==> src/rtl/asp_pkg.sv <==
package asp_pkg;

   localparam int CFG_W = 6;

   // bit 5 down to bit 0
   typedef struct packed {
      logic loop_en;
      logic wire_src;
      logic nine_bit;
      logic idle_post;
      logic par_en;
      logic par_odd;
   } asp_cfg_t;

   typedef enum logic [1:0] {
      RX_IDLE,
      RX_START,
      RX_DATA,
      RX_STOP
   } asp_rx_state_e;

   // Character as it goes on the line: top bit replaced when parity is on.
   function automatic logic [8:0] asp_line_char(input logic [8:0] raw,
                                                input logic nine,
                                                input logic en,
                                                input logic odd);
      logic [8:0] c;
      c = nine ? raw : {1'b0, raw[7:0]};
      if (en) begin
         if (nine) c[8] = (^c[7:0]) ^ odd;
         else      c[7] = (^c[6:0]) ^ odd;
      end
      return c;
   endfunction

endpackage

==> src/rtl/asp_tick_gen.sv <==
module asp_tick_gen #(
   parameter int DIV_W = 16
) (
   input  logic             clk,
   input  logic             rst_n,
   input  logic [DIV_W-1:0] div,
   output logic             tick
);
   logic [DIV_W-1:0] cnt;
   logic [DIV_W:0]   nxt;

   assign nxt = {1'b0, cnt} + 1'b1;

   always_ff @(posedge clk) begin
      if (!rst_n) begin
         cnt  <= '0;
         tick <= 1'b0;
      end else if (nxt >= {1'b0, div}) begin
         cnt  <= '0;
         tick <= 1'b1;
      end else begin
         cnt  <= nxt[DIV_W-1:0];
         tick <= 1'b0;
      end
   end
endmodule

==> src/rtl/asp_tx.sv <==
module asp_tx #(
   parameter int OVS = 16
) (
   input  logic       clk,
   input  logic       rst_n,
   input  logic       tick,
   input  logic       nine_bit,
   input  logic       par_en,
   input  logic       par_odd,
   input  logic       load,
   input  logic [8:0] data,
   output logic       line,
   output logic       busy
);
   import asp_pkg::*;

   localparam int SUB_W   = $clog2(OVS);
   localparam int FRAME_W = 11;
   localparam logic [SUB_W-1:0] SUB_LAST = SUB_W'(OVS - 1);

   logic [FRAME_W-1:0] shreg;
   logic [FRAME_W-1:0] frame;
   logic [8:0]         chr;
   logic [SUB_W-1:0]   sub;
   logic [3:0]         left;

   always_comb begin
      chr   = asp_line_char(data, nine_bit, par_en, par_odd);
      frame = nine_bit ? {1'b1, chr, 1'b0} : {2'b11, chr[7:0], 1'b0};
   end

   always_ff @(posedge clk) begin
      if (!rst_n) begin
         busy  <= 1'b0;
         shreg <= '1;
         sub   <= '0;
         left  <= '0;
      end else if (load && !busy) begin
         shreg <= frame;
         left  <= nine_bit ? 4'd11 : 4'd10;
         sub   <= '0;
         busy  <= 1'b1;
      end else if (busy && tick) begin
         if (sub == SUB_LAST) begin
            sub   <= '0;
            shreg <= {1'b1, shreg[FRAME_W-1:1]};
            left  <= left - 4'd1;
            if (left == 4'd1) busy <= 1'b0;
         end else begin
            sub <= sub + 1'b1;
         end
      end
   end

   assign line = busy ? shreg[0] : 1'b1;
endmodule

==> src/rtl/asp_rx.sv <==
module asp_rx #(
   parameter int OVS         = 16,
   parameter int SYNC_STAGES = 2
) (
   input  logic       clk,
   input  logic       rst_n,
   input  logic       tick,
   input  logic       line_in,
   input  logic       nine_bit,
   input  logic       par_en,
   input  logic       par_odd,
   input  logic       idle_post,
   output logic       valid,
   output logic [8:0] data,
   output logic       perr,
   output logic       ferr,
   output logic       idle_pulse
);
   import asp_pkg::*;

   localparam int SUB_W  = $clog2(OVS);
   localparam int IDLE_W = $clog2(OVS * 11 + 1);
   localparam logic [SUB_W-1:0]  SMP_A    = SUB_W'(OVS / 2 - 1);
   localparam logic [SUB_W-1:0]  SMP_B    = SUB_W'(OVS / 2);
   localparam logic [SUB_W-1:0]  SMP_C    = SUB_W'(OVS / 2 + 1);
   localparam logic [SUB_W-1:0]  SUB_LAST = SUB_W'(OVS - 1);
   localparam logic [IDLE_W-1:0] IDLE_8   = IDLE_W'(OVS * 10);
   localparam logic [IDLE_W-1:0] IDLE_9   = IDLE_W'(OVS * 11);

   logic ln;

   generate
      if (SYNC_STAGES == 1) begin : g_sync1
         logic q;
         always_ff @(posedge clk) begin
            if (!rst_n) q <= 1'b1;
            else        q <= line_in;
         end
         assign ln = q;
      end else begin : g_syncn
         logic [SYNC_STAGES-1:0] q;
         always_ff @(posedge clk) begin
            if (!rst_n) q <= '1;
            else        q <= {q[SYNC_STAGES-2:0], line_in};
         end
         assign ln = q[SYNC_STAGES-1];
      end
   endgenerate

   asp_rx_state_e     st;
   logic [SUB_W-1:0]  sub;
   logic [3:0]        bidx;
   logic [8:0]        sh;
   logic              s_a, s_b, maj;
   logic [8:0]        chr;
   logic [3:0]        last_bit;
   logic [IDLE_W-1:0] idle_cnt, idle_lim;
   logic              armed;

   always_comb begin
      maj      = (s_a & s_b) | (s_a & ln) | (s_b & ln);
      chr      = nine_bit ? sh : {1'b0, sh[8:1]};
      last_bit = nine_bit ? 4'd8 : 4'd7;
      idle_lim = nine_bit ? IDLE_9 : IDLE_8;
   end

   always_ff @(posedge clk) begin
      if (!rst_n) begin
         st         <= RX_IDLE;
         sub        <= '0;
         bidx       <= '0;
         sh         <= '0;
         s_a        <= 1'b1;
         s_b        <= 1'b1;
         valid      <= 1'b0;
         data       <= '0;
         perr       <= 1'b0;
         ferr       <= 1'b0;
         idle_cnt   <= '0;
         armed      <= 1'b0;
         idle_pulse <= 1'b0;
      end else begin
         valid      <= 1'b0;
         idle_pulse <= 1'b0;
         if (tick) begin
            if (!ln)
               idle_cnt <= '0;
            else if ((!idle_post || st == RX_IDLE) && idle_cnt != idle_lim)
               idle_cnt <= idle_cnt + 1'b1;
            if (armed && idle_cnt == idle_lim) begin
               idle_pulse <= 1'b1;
               armed      <= 1'b0;
            end
            if (st == RX_IDLE) begin
               if (!ln) begin
                  st    <= RX_START;
                  sub   <= '0;
                  armed <= 1'b1;
               end
            end else begin
               sub <= sub + 1'b1;
               if (sub == SMP_A) s_a <= ln;
               if (sub == SMP_B) s_b <= ln;
               if (sub == SMP_C) begin
                  case (st)
                     RX_START: if (maj) st <= RX_IDLE;
                     RX_DATA:  sh <= {maj, sh[8:1]};
                     RX_STOP: begin
                        st    <= RX_IDLE;
                        valid <= 1'b1;
                        data  <= chr;
                        ferr  <= !maj;
                        perr  <= par_en & ((^chr) ^ par_odd);
                     end
                     default: ;
                  endcase
               end
               if (sub == SUB_LAST) begin
                  if (st == RX_START) begin
                     st   <= RX_DATA;
                     bidx <= '0;
                  end else if (st == RX_DATA) begin
                     bidx <= bidx + 4'd1;
                     if (bidx == last_bit) st <= RX_STOP;
                  end
               end
            end
         end
      end
   end
endmodule

==> src/rtl/async_serial_port.sv <==
module async_serial_port #(
   parameter int DIV_W       = 16,
   parameter int OVS         = 16,
   parameter int SYNC_STAGES = 2
) (
   input  logic             clk,
   input  logic             rst_n,
   input  logic [DIV_W-1:0] baud_div,
   input  logic             cfg_we,
   input  logic [5:0]       cfg_wdata,
   output logic [5:0]       cfg_q,
   input  logic             tx_load,
   input  logic [8:0]       tx_data,
   output logic             tx_busy,
   output logic             rx_valid,
   output logic [8:0]       rx_data,
   output logic             rx_perr,
   output logic             rx_ferr,
   output logic             rx_idle,
   input  logic             rxd_i,
   input  logic             txd_i,
   output logic             txd_o,
   output logic             txd_oe
);
   import asp_pkg::*;

   generate
      if (DIV_W < 1) begin : g_bad_div
         $error("DIV_W must be at least 1");
      end
      if (OVS < 8 || (OVS & (OVS - 1)) != 0) begin : g_bad_ovs
         $error("OVS must be a power of two and at least 8");
      end
      if (SYNC_STAGES < 1) begin : g_bad_sync
         $error("SYNC_STAGES must be at least 1");
      end
   endgenerate

   asp_cfg_t cfg;
   logic     tick, tx_line, rx_line;

   always_ff @(posedge clk) begin
      if (!rst_n)      cfg <= '0;
      else if (cfg_we) cfg <= asp_cfg_t'(cfg_wdata);
   end
   assign cfg_q = cfg;

   asp_tick_gen #(.DIV_W(DIV_W)) u_tick (
      .clk(clk), .rst_n(rst_n), .div(baud_div), .tick(tick)
   );

   asp_tx #(.OVS(OVS)) u_tx (
      .clk(clk), .rst_n(rst_n), .tick(tick),
      .nine_bit(cfg.nine_bit), .par_en(cfg.par_en), .par_odd(cfg.par_odd),
      .load(tx_load), .data(tx_data), .line(tx_line), .busy(tx_busy)
   );

   always_comb begin
      if (!cfg.loop_en)      rx_line = rxd_i;
      else if (cfg.wire_src) rx_line = txd_i;
      else                   rx_line = tx_line;
   end

   assign txd_o  = tx_line;
   assign txd_oe = !(cfg.loop_en && cfg.wire_src) || tx_busy;

   asp_rx #(.OVS(OVS), .SYNC_STAGES(SYNC_STAGES)) u_rx (
      .clk(clk), .rst_n(rst_n), .tick(tick), .line_in(rx_line),
      .nine_bit(cfg.nine_bit), .par_en(cfg.par_en), .par_odd(cfg.par_odd),
      .idle_post(cfg.idle_post),
      .valid(rx_valid), .data(rx_data), .perr(rx_perr), .ferr(rx_ferr),
      .idle_pulse(rx_idle)
   );
endmodule

==> config.mk <==
export PLATFORM = sky130hd
export DESIGN_NAME = async_serial_port
export DESIGN_NICKNAME = d
export VERILOG_FILES = /design/src/rtl/asp_pkg.sv /design/src/rtl/asp_tick_gen.sv /design/src/rtl/asp_tx.sv /design/src/rtl/asp_rx.sv /design/src/rtl/async_serial_port.sv
export SDC_FILE = /design/constraint.sdc
export NUM_CORES = 1
export LEC_CHECK = 0
export CAP_MARGIN = 20
export CELL_PAD_IN_SITES_DETAIL_PLACEMENT = 1
export CELL_PAD_IN_SITES_GLOBAL_PLACEMENT = 2
export CORE_MARGIN = 5
export CORE_UTILIZATION = 34
export CTS_CLUSTER_DIAMETER = 50
export DETAILED_ROUTE_END_ITERATION = 7
export PLACE_DENSITY = 0.91
export SYNTH_ARGS = -nofsm -noshare
export SYNTH_HDL_FRONTEND = slang
export SYNTH_SLANG_ARGS = --single-unit
==> constraint.sdc <==
create_clock -name clk -period 3.55 [get_ports clk]
set_clock_uncertainty 0.2 [all_clocks]
set_input_delay 0.355 -clock clk [delete_from_list [all_inputs] [get_ports clk]]
set_output_delay 0.355 -clock clk [all_outputs]
set_load 0.005 [all_outputs]
# Word-level counts from Yosys, hierarchy flattened
# Cells that the tools add are included.
[totals]
register_bits = 88
in_bits = 37
[op_classes]
magnitude_cmp = 1
addsub = 6
reduce_logical = 32
n_bitwise = 13
mux = 44
n_eq_ne = 14
[ops]
columns = ["operator", "count"]
rows = [
  ["$mux W4", 9],
  ["$mux W11", 3],
  ["$mux W2", 9],
  ["$mux W9", 2],
  ["$add A16 B1 Y17 const B", 1],
  ["$ge A17 B16 Y1", 1],
  ["$eq A4 B4 Y1 const B", 4],
  ["$mux W1", 16],
  ["$mux W8", 2],
  ["$add A4 B1 Y4 const B", 3],
  ["$reduce_and A4 Y1", 3],
  ["$mux W10", 1],
  ["$reduce_and A3 Y1", 3],
  ["$reduce_xor A9 Y1", 1],
  ["$add A8 B1 Y8 const B", 1],
  ["$eq A8 B8 Y1", 1],
  ["$ne A8 B8 Y1", 1],
  ["$reduce_and A2 Y1", 4],
  ["$reduce_bool A2 Y1", 4],
  ["$reduce_xor A8 Y1", 1],
  ["$reduce_xor A7 Y1", 1],
  ["$logic_and A1 B1 Y1", 5],
  ["$mux W5", 1],
  ["$and A1 B1 Y1", 4],
  ["16 further kinds", 29],
]

# Logic depth before layout (Yosys ltp)
# Gate-level depths: netlist of the first run.
[logic_depth]
ltp_word = 11
depth_mapped = 12
ltp_nobuf = 10

# Hierarchy
# From an unflattened synthesis of the first run, not the netlist that was laid out.
[hier_totals]
cells_unflattened = 509
area_unflattened_um2 = 4725.8
[by_module_without_submodules]
columns = ["mod", "instances", "area_each_um2", "cells_per_inst"]
rows = [
  ["asp_rx", 1, 2258.4, 238],
  ["asp_tick_gen", 1, 1164.9, 131],
  ["asp_tx", 1, 1047.3, 117],
  ["async_serial_port", 1, 255.2, 23],
]

# Least setup slack after synthesis of the first run
# No wires, ideal clock.
[synth_timing]
kind = "register to register"
from = "register u_tick.cnt[2]"
to = "register u_tick.cnt[14]"
required_time_ns = 3.220
path_stages_with_launch = 13
t_arrival_ns = 2.710
setup_time_ns = 0.130
n_path_buf = 2
synth_period_minus_slack_ns = 3.040
slack_ns = 0.510
cell_sequence = "dfxtp_1 -> nand3_2 -> or4_4 -> nor2_1 -> xor2_1 -> ha_1 -> o21a_1 -> o21ai_0 -> nor4_1 -> a22o_1 -> clkbuf_1 -> buf_2 -> nor3_1"
[synth_via]
elab_chain_cells = 3
[synth_lines]
columns = ["element", "line_no", "rtl"]
rows = [
  ["start: declaration", "asp_tick_gen.sv:9", "logic [DIV_W-1:0] cnt;"],
  ["start signal: assignment", "asp_tick_gen.sv:22", "cnt <= nxt[DIV_W-1:0];"],
  ["$add A16 B1 Y17", "asp_tick_gen.sv:12", "assign nxt = {1'b0, cnt} + 1'b1;"],
  ["named net u_tick.nxt[13]", "asp_tick_gen.sv:10", "logic [DIV_W:0] nxt;"],
  ["$ge A17 B16 Y1", "asp_tick_gen.sv:18", "end else if (nxt >= {1'b0, div}) begin"],
  ["$reduce_or A2 Y1 (no line)", "--", ""],
]
# The timed path passes the listed nets, and every way through them passes these cells.
# A chain may end at the register's enable or synchronous reset.

# Final worst setup path of the first run
[layout_timing]
from = "register u_tick.cnt[6]"
to = "register u_tick.cnt[13]"
[layout_via]
elab_chain_cells = 3
[layout_lines]
columns = ["element", "line_no"]
rows = [
  ["$add A16 B1 Y17 (*)", "asp_tick_gen.sv:12"],
  ["named net u_tick.nxt[13]", "asp_tick_gen.sv:10"],
  ["$ge A17 B16 Y1", "asp_tick_gen.sv:18"],
  ["$reduce_or A2 Y1 (no line)", "--"],
]
# The timed path passes the listed nets; every way through them passes the cells marked *.

==> out/metrics.cfg, run 1 <==
[synth]
asyncSetResetFlopFracSynth_pct=0
synth_warnings=0
synth.distinct_cells=56
synth.top_cells.by_area=sky130_fd_sc_hd__dfxtp_1, sky130_fd_sc_hd__ha_1, sky130_fd_sc_hd__mux2i_1
count_of_flip_flops_with_a_built_in_enable_after_synthesis=0
share_of_the_synthesized_area_in_the_top_cell_type_pct=37.52
yosysTopAreaCell=sky130_fd_sc_hd__dfxtp_1
syn_nets=612
synth_area_um2=4642
synth_seq_cells=87
synthCells=545
postSynth.topFlopCell=sky130_fd_sc_hd__dfxtp_1
synth-seq-area-share_pct=37.52
syn_area_per_cell_um2=8.517

[final_layout]
final-instance-count-excl-fill=767
layout.cells.most_common_list=sky130_fd_sc_hd__dfxtp_1, sky130_fd_sc_hd__nand2_1, sky130_fd_sc_hd__clkdlybuf4s50_1
post-route-util_pct=42.31
share_of_cells_above_drive_strength_1_pct=5.415
layout_commonest_cell=sky130_fd_sc_hd__dfxtp_1
post-route-cell-area_um2=5625
area_growth_syn_to_layout_pct=21.19
design.final.nets=653
antenna_diodes=0

[routing]
route.detailed.wl_per_inst_um=15.43
ant_nets=0
ratio_of_routed_vias_to_standard_cells=5.113
first_iter_violations=121
drc_errors=0
route.vias.total=3922
detailedRoute.firstPassIterationCount=4
drt-total-wl_um=11840

[timing]
final_period_minus_worst_setup_slack_ps=3238
worst_hold_slack_ps=218.2
max_clock_freq_mhz=308.8
worst_slack_ps=311.6
totalNegativeSetupSlack_ps=0
report.final.slew_viol_count=0
grt_setup_unrepaired=no
worst-slew-pin-transition_ps=891.5
finalSetupViolations=0
min_period_over_period_pct=91.22
relSlewSlack_pct=40.48
timing.final.hold_violations=0

[floorplanning]
core.rowCount=42
die-area_um2=16090
design.portCount=59
chipWidth_um=126.8
design.core.area_um2=13300
floorplan.initialDensity_pct=34.91
die_height_um=126.8

[worst_setup_path]
crit_path_max_fanout=17
startpoint_type=flip-flop
required_ps=3600
arrival_ps=3290
crit_path_capture_type=flip-flop
timing_worst_setup_path_type=flip-flop to flip-flop

[power_and_ir_drop]
power.total_mw=2.143
power_density_nw_per_um2=380.9
cellLeakagePower_nw=2.258
vdd_ir_drop_max_mv=0.1955

[grt]
grt.total_usage_pct=15.25
grt_overflow_total=0
pin_count_of_the_biggest_net_entering_global_routing=47
grt_pass1_vias=4145
first_pass_grt_wire_length_um=20160
initial_antenna_violation_count=0

[hold_path]
worst_hold_path_type=flip-flop to flip-flop

[run]
max-cap-violations=0

[place]
numPortBuffers=58
placed_standard_cell_area_um2=5328
setup_slack_at_placement_ps=119.3
post-place-cells=751
gpl.final_weighted_congestion=0.7963
detailedPlacementHpwl_um=8601

[clock_network]
clock-root-buffer=sky130_fd_sc_hd__clkbuf_16
numCtsBuffers=9
numClockSinks=87
cts_post_setup_buffers_inserted=0
cts.path.max_buffers=2
post_cts_resize_count=0
clkTransAtPathRegs_ps=70
holdBufCountCts=0
htree_num_levels=3
clock_insertion_delay_worst_skew_ps=340
clock_tree_from_tritoncts=yes

[run_status]
outcome=finished, final reports clean

[synthesized netlist by cell type, types with 2 or more instances]
cell type and number:
sky130_fd_sc_hd__a21oi_1 24, sky130_fd_sc_hd__inv_1 31, sky130_fd_sc_hd__nand2b_1 10, sky130_fd_sc_hd__nand3b_1 4
sky130_fd_sc_hd__o21a_1 4, sky130_fd_sc_hd__nor3_1 18, sky130_fd_sc_hd__mux2i_1 29, sky130_fd_sc_hd__nand4_1 4
sky130_fd_sc_hd__nand3_2 2, sky130_fd_sc_hd__a22oi_1 4, sky130_fd_sc_hd__buf_2 5, sky130_fd_sc_hd__nand4b_1 2
sky130_fd_sc_hd__or4_1 2, sky130_fd_sc_hd__o21ai_0 18, sky130_fd_sc_hd__buf_1 3, sky130_fd_sc_hd__nand3_1 15
sky130_fd_sc_hd__nand2_1 61, sky130_fd_sc_hd__mux2_2 3, sky130_fd_sc_hd__xor2_1 14, sky130_fd_sc_hd__clkbuf_1 19
sky130_fd_sc_hd__a311oi_1 2, sky130_fd_sc_hd__buf_4 4, sky130_fd_sc_hd__a211oi_1 10, sky130_fd_sc_hd__or3_1 2
sky130_fd_sc_hd__and3_1 12, sky130_fd_sc_hd__o2111ai_1 2, sky130_fd_sc_hd__nor3b_1 4, sky130_fd_sc_hd__nor2_1 57
sky130_fd_sc_hd__xnor2_1 26, sky130_fd_sc_hd__dfxtp_1 87, sky130_fd_sc_hd__a31oi_1 3, sky130_fd_sc_hd__ha_1 30
sky130_fd_sc_hd__o211ai_1 4, sky130_fd_sc_hd__nor4_1 8
[power breakdown]
part	internal, mW	switching [mW]
clock network	0.545	0.402
registers	0.995	0.0217
logic	0.0984	0.0809
[worst max-delay path: stages (launching register included)]
cell	delay (ps)
sky130_fd_sc_hd__dfxtp_1	400
sky130_fd_sc_hd__nand3_2	150
sky130_fd_sc_hd__or4_4	600
sky130_fd_sc_hd__nor2_1	130
sky130_fd_sc_hd__xor2_1	210
sky130_fd_sc_hd__ha_1	260
sky130_fd_sc_hd__o21a_1	190
sky130_fd_sc_hd__o21ai_0	230
sky130_fd_sc_hd__nor4_1	100
sky130_fd_sc_hd__a22o_2	390
sky130_fd_sc_hd__nor4b_2	290
[final timing paths]
path / from / cells after the start / slack (ps) / endpoint
min reg2reg: u_rx.g_syncn.q[0]$_SDFF_PN1_ / 1 / 220 / u_rx.g_syncn.q[1]$_SDFF_PN1_
min: u_rx.g_syncn.q[0]$_SDFF_PN1_ / 1 / 220 / u_rx.g_syncn.q[1]$_SDFF_PN1_
max reg2reg: u_tick.cnt[6]$_SDFF_PP0_ / 10 / 310 / u_tick.cnt[13]$_SDFF_PP0_
max: u_tick.cnt[6]$_SDFF_PP0_ / 10 / 310 / u_tick.cnt[13]$_SDFF_PP0_
[cell families after synthesis]
| group | share of synthesized area [%] |
|---|---|
| adder cells (fa/ha/maj) | 8.302 |
| AND/OR/NAND/NOR | 22.88 |
| multiplexers | 6.981 |
| AO/OA/AOI/OAI | 10.70 |
| XOR/XNOR | 8.059 |
| buffers and inverters | 5.552 |
| flip-flops | 37.52 |
[area by class of cell]
| cell class | count | area [um2] |
|---|---|---|
| well taps | 176 | 220.2 |
| clock buffers | 9 | 225.2 |
| flip-flops and latches | 87 | 1742 |
| fillers | 1598 | 7670 |
| clock inverters | 7 | 71.32 |
| multi-input cells | 395 | 2644 |
| repair buffers | 61 | 603.1 |
| inverters | 32 | 120.1 |
[per-layer routing]
layer | wire, um | up-vias | GRT usage [%]
li1 | - | 1950 | -
met1 | 5212 | 1911 | 17.94
met2 | 6100 | 49 | 27.62
met3 | 329 | 12 | 2.606
met4 | 193 | 0 | 5.741
met5 | 0 | - | 0
[registers in the layout (all words and copies together) (netlist names), 2 cells and up]
signal	flops
u_rx.idle_cnt	8
u_tx.sub	4
u_rx.st	2
u_rx.data	9
cfg_q	6
u_rx.sh	9
u_tx.left	4
u_tick.cnt	16
u_rx.sub	4
u_tx.shreg	10
u_rx.g_syncn.q	2
u_rx.bidx	4
No activity file was read; power rests on OpenSTA's default activity.
==> run 2: changes to the inputs <==
Settings changed: REMOVE_ABC_BUFFERS set to 1, TNS_END_PERCENT set to 10.
==> out/metrics.cfg, run 2 (synthesized netlist as in run 1, its figures left out) <==
[power_and_ir_drop]
cellInternalPower_mw=1.693
switching_power_total_uw=478.7
cellLeakagePower_nw=2.270
power.sequential.fraction_pct=46.9
vdd_ir_drop_max_mv=0.1810
power_density_nw_per_um2=385.7
comb_power_share_pct=8.1
swShare_pct=22.04
p_clk_share_pct=45.0

[floorplanning]
design.portCount=59
die_height_um=126.8
core.rowCount=42
floorplan.initialDensity_pct=34.91
chipWidth_um=126.8
die-area_um2=16090
design.core.area_um2=13300

[routing]
drt-total-wl_um=11630
ant_nets=0
ratio_of_routed_vias_to_standard_cells=5.127
detailedRoute.firstPassIterationCount=6
route.vias.total=3927
drc_errors=0
route.detailed.wl_per_inst_um=15.18
first_iter_violations=155

[clock_network]
numClockSinks=87
htree_num_levels=3
clock_tree_from_tritoncts=yes
holdBufCountCts=0
clock_insertion_delay_worst_skew_ps=340
clock-root-buffer=sky130_fd_sc_hd__clkbuf_16
numCtsBuffers=9
cts_post_setup_buffers_inserted=0
cts.path.max_buffers=2
clkTransAtPathRegs_ps=60

[worst_setup_path]
arrival_ps=3370
startpoint_type=flip-flop
worst-path-buf-inv=0
crit_path_max_fanout=17
crit_path_capture_type=flip-flop
critical-path-slowest-cell=sky130_fd_sc_hd__dfxtp_1
crit_path_frequent_cell=sky130_fd_sc_hd__ha_1
cpLargestDelayFamily=compound AO/OA/AOI/OAI gates
timing_worst_setup_path_type=flip-flop to flip-flop
required_ps=3600
worst_setup_path_startpoint=u_tick.cnt[0]$_SDFF_PP0_
critical_path.max_stage_delay_ps=400
critical_path.cell_chain=ha_1 > nand4_1 > nor3_1 > xor2_1 > ha_1 > a211o_1 > o211ai_1 > o2111ai_1 > a22o_2 > nor4b_2
regToRegStartpoint=u_tick.cnt[0]$_SDFF_PP0_

[run_status]
outcome=finished, final reports clean

[final_layout]
share_of_cells_above_drive_strength_1_pct=5.085
top_regs=u_tick.cnt (16), u_tx.shreg (10)
final-instance-count-excl-fill=766
layout_commonest_cell=sky130_fd_sc_hd__dfxtp_1
area_growth_syn_to_layout_pct=21.32
post-route-cell-area_um2=5632
antenna_diodes=0
filler_cells_inserted=1573
layout.cells.most_common_list=sky130_fd_sc_hd__dfxtp_1, sky130_fd_sc_hd__nand2_1, sky130_fd_sc_hd__clkdlybuf4s50_1
post-route-util_pct=42.36
max_reg_flops=16
design.final.nets=652
largest_register=u_tick.cnt

[run]
max-cap-violations=0

[hold_path]
hp-start=u_rx.g_syncn.q[0]$_SDFF_PN1_
worst_hold_path_type=flip-flop to flip-flop

[timing]
worst-slew-pin-transition_ps=966.7
relSlewSlack_pct=35.46
max_clock_freq_mhz=301.5
finalSetupViolations=0
worst_slack_ps=233.0
report.final.slew_viol_count=0
grt_setup_unrepaired=no
totalNegativeSetupSlack_ps=0
timing.final.hold_violations=0
min_period_over_period_pct=93.44
final_period_minus_worst_setup_slack_ps=3317

[place]
setup_slack_at_placement_ps=76.32
detailedPlacementHpwl_um=8279
post-place-cells=750
numPortBuffers=58
gpl.final_weighted_congestion=0.7610
placed_standard_cell_area_um2=5320

[grt]
pin_count_of_the_biggest_net_entering_global_routing=47
grt.total_usage_pct=14.94
grt_pass1_vias=4161
initial_antenna_violation_count=0
first_pass_grt_wire_length_um=19980
grt_overflow_total=0

run 2: cell count changes in the layout (fill, tap and decap cells not counted):
cell	before	now
sky130_fd_sc_hd__buf_4	3	2
sky130_fd_sc_hd__clkinvlp_4	3	0
sky130_fd_sc_hd__clkbuf_1	0	1
sky130_fd_sc_hd__inv_6	1	0
sky130_fd_sc_hd__clkbuf_8	0	3
run 2: final cells by class:
type	instances	area, um2	share of cell area (%)
clock buffer	13	270.3	4.799
clock inverter	3	40.04	0.7110
inverter	32	120.1	2.133
multi-input combinational	395	2644	46.95
sequential	87	1742	30.93
tap	176	220.2	3.910
timing repair buffer	60	595.6	10.58
run 2: power groups by stage:
stage	clock network [mW]	logic, mW	registers (mW)
final	0.978	0.175	1.02
after global routing	1.05	0.195	1.02
after CTS	1.01	0.179	1.02
after detailed placement	0	0.177	1.04
after global placement	0	0.172	1.04
after floorplan	0	0.0912	1.03
run 2: per-stage QoR:
step | hold WS, ps | power [mW]
2_1_floorplan | 186.3 | 1.124
3_5_place_dp | 201.0 | 1.217
4_1_cts | 216.0 | 2.208
3_3_place_gp | 199.6 | 1.211
6_report | 212.5 | 2.172
5_1_grt | 244.9 | 2.263
run 2: worst paths after layout:
path,end,cells after the start,slack (ps)
setup / recovery,u_tick.cnt[13]$_SDFF_PP0_,10,230
hold / removal,u_rx.g_syncn.q[1]$_SDFF_PN1_,1,210
setup reg to reg,u_tick.cnt[13]$_SDFF_PP0_,10,230
hold reg to reg,u_rx.g_syncn.q[1]$_SDFF_PN1_,1,210
run 2: what timing repair did:
action | CTS | global route
hold endpoints to repair | 0 | 0
endpoints found under the setup margin | 0 | 17
gates resized for setup | 0 | 1
run 2: routing by layer:
| metal | global-route usage (%) | part of all wire (%) | up-vias |
|---|---|---|---|
| li1 | - | - | 1946 |
| met1 | 17.88 | 46 | 1900 |
| met2 | 25.84 | 47 | 64 |
| met3 | 3.153 | 4.2 | 17 |
| met4 | 6.372 | 2.2 | 0 |
| met5 | 0 | 0 | - |
==> run 3: changes to the inputs <==
Settings changed: CAP_MARGIN 20 to unset.
==> results of run 3 <==
Final layout, timing and power as in run 2 (identical DEF).
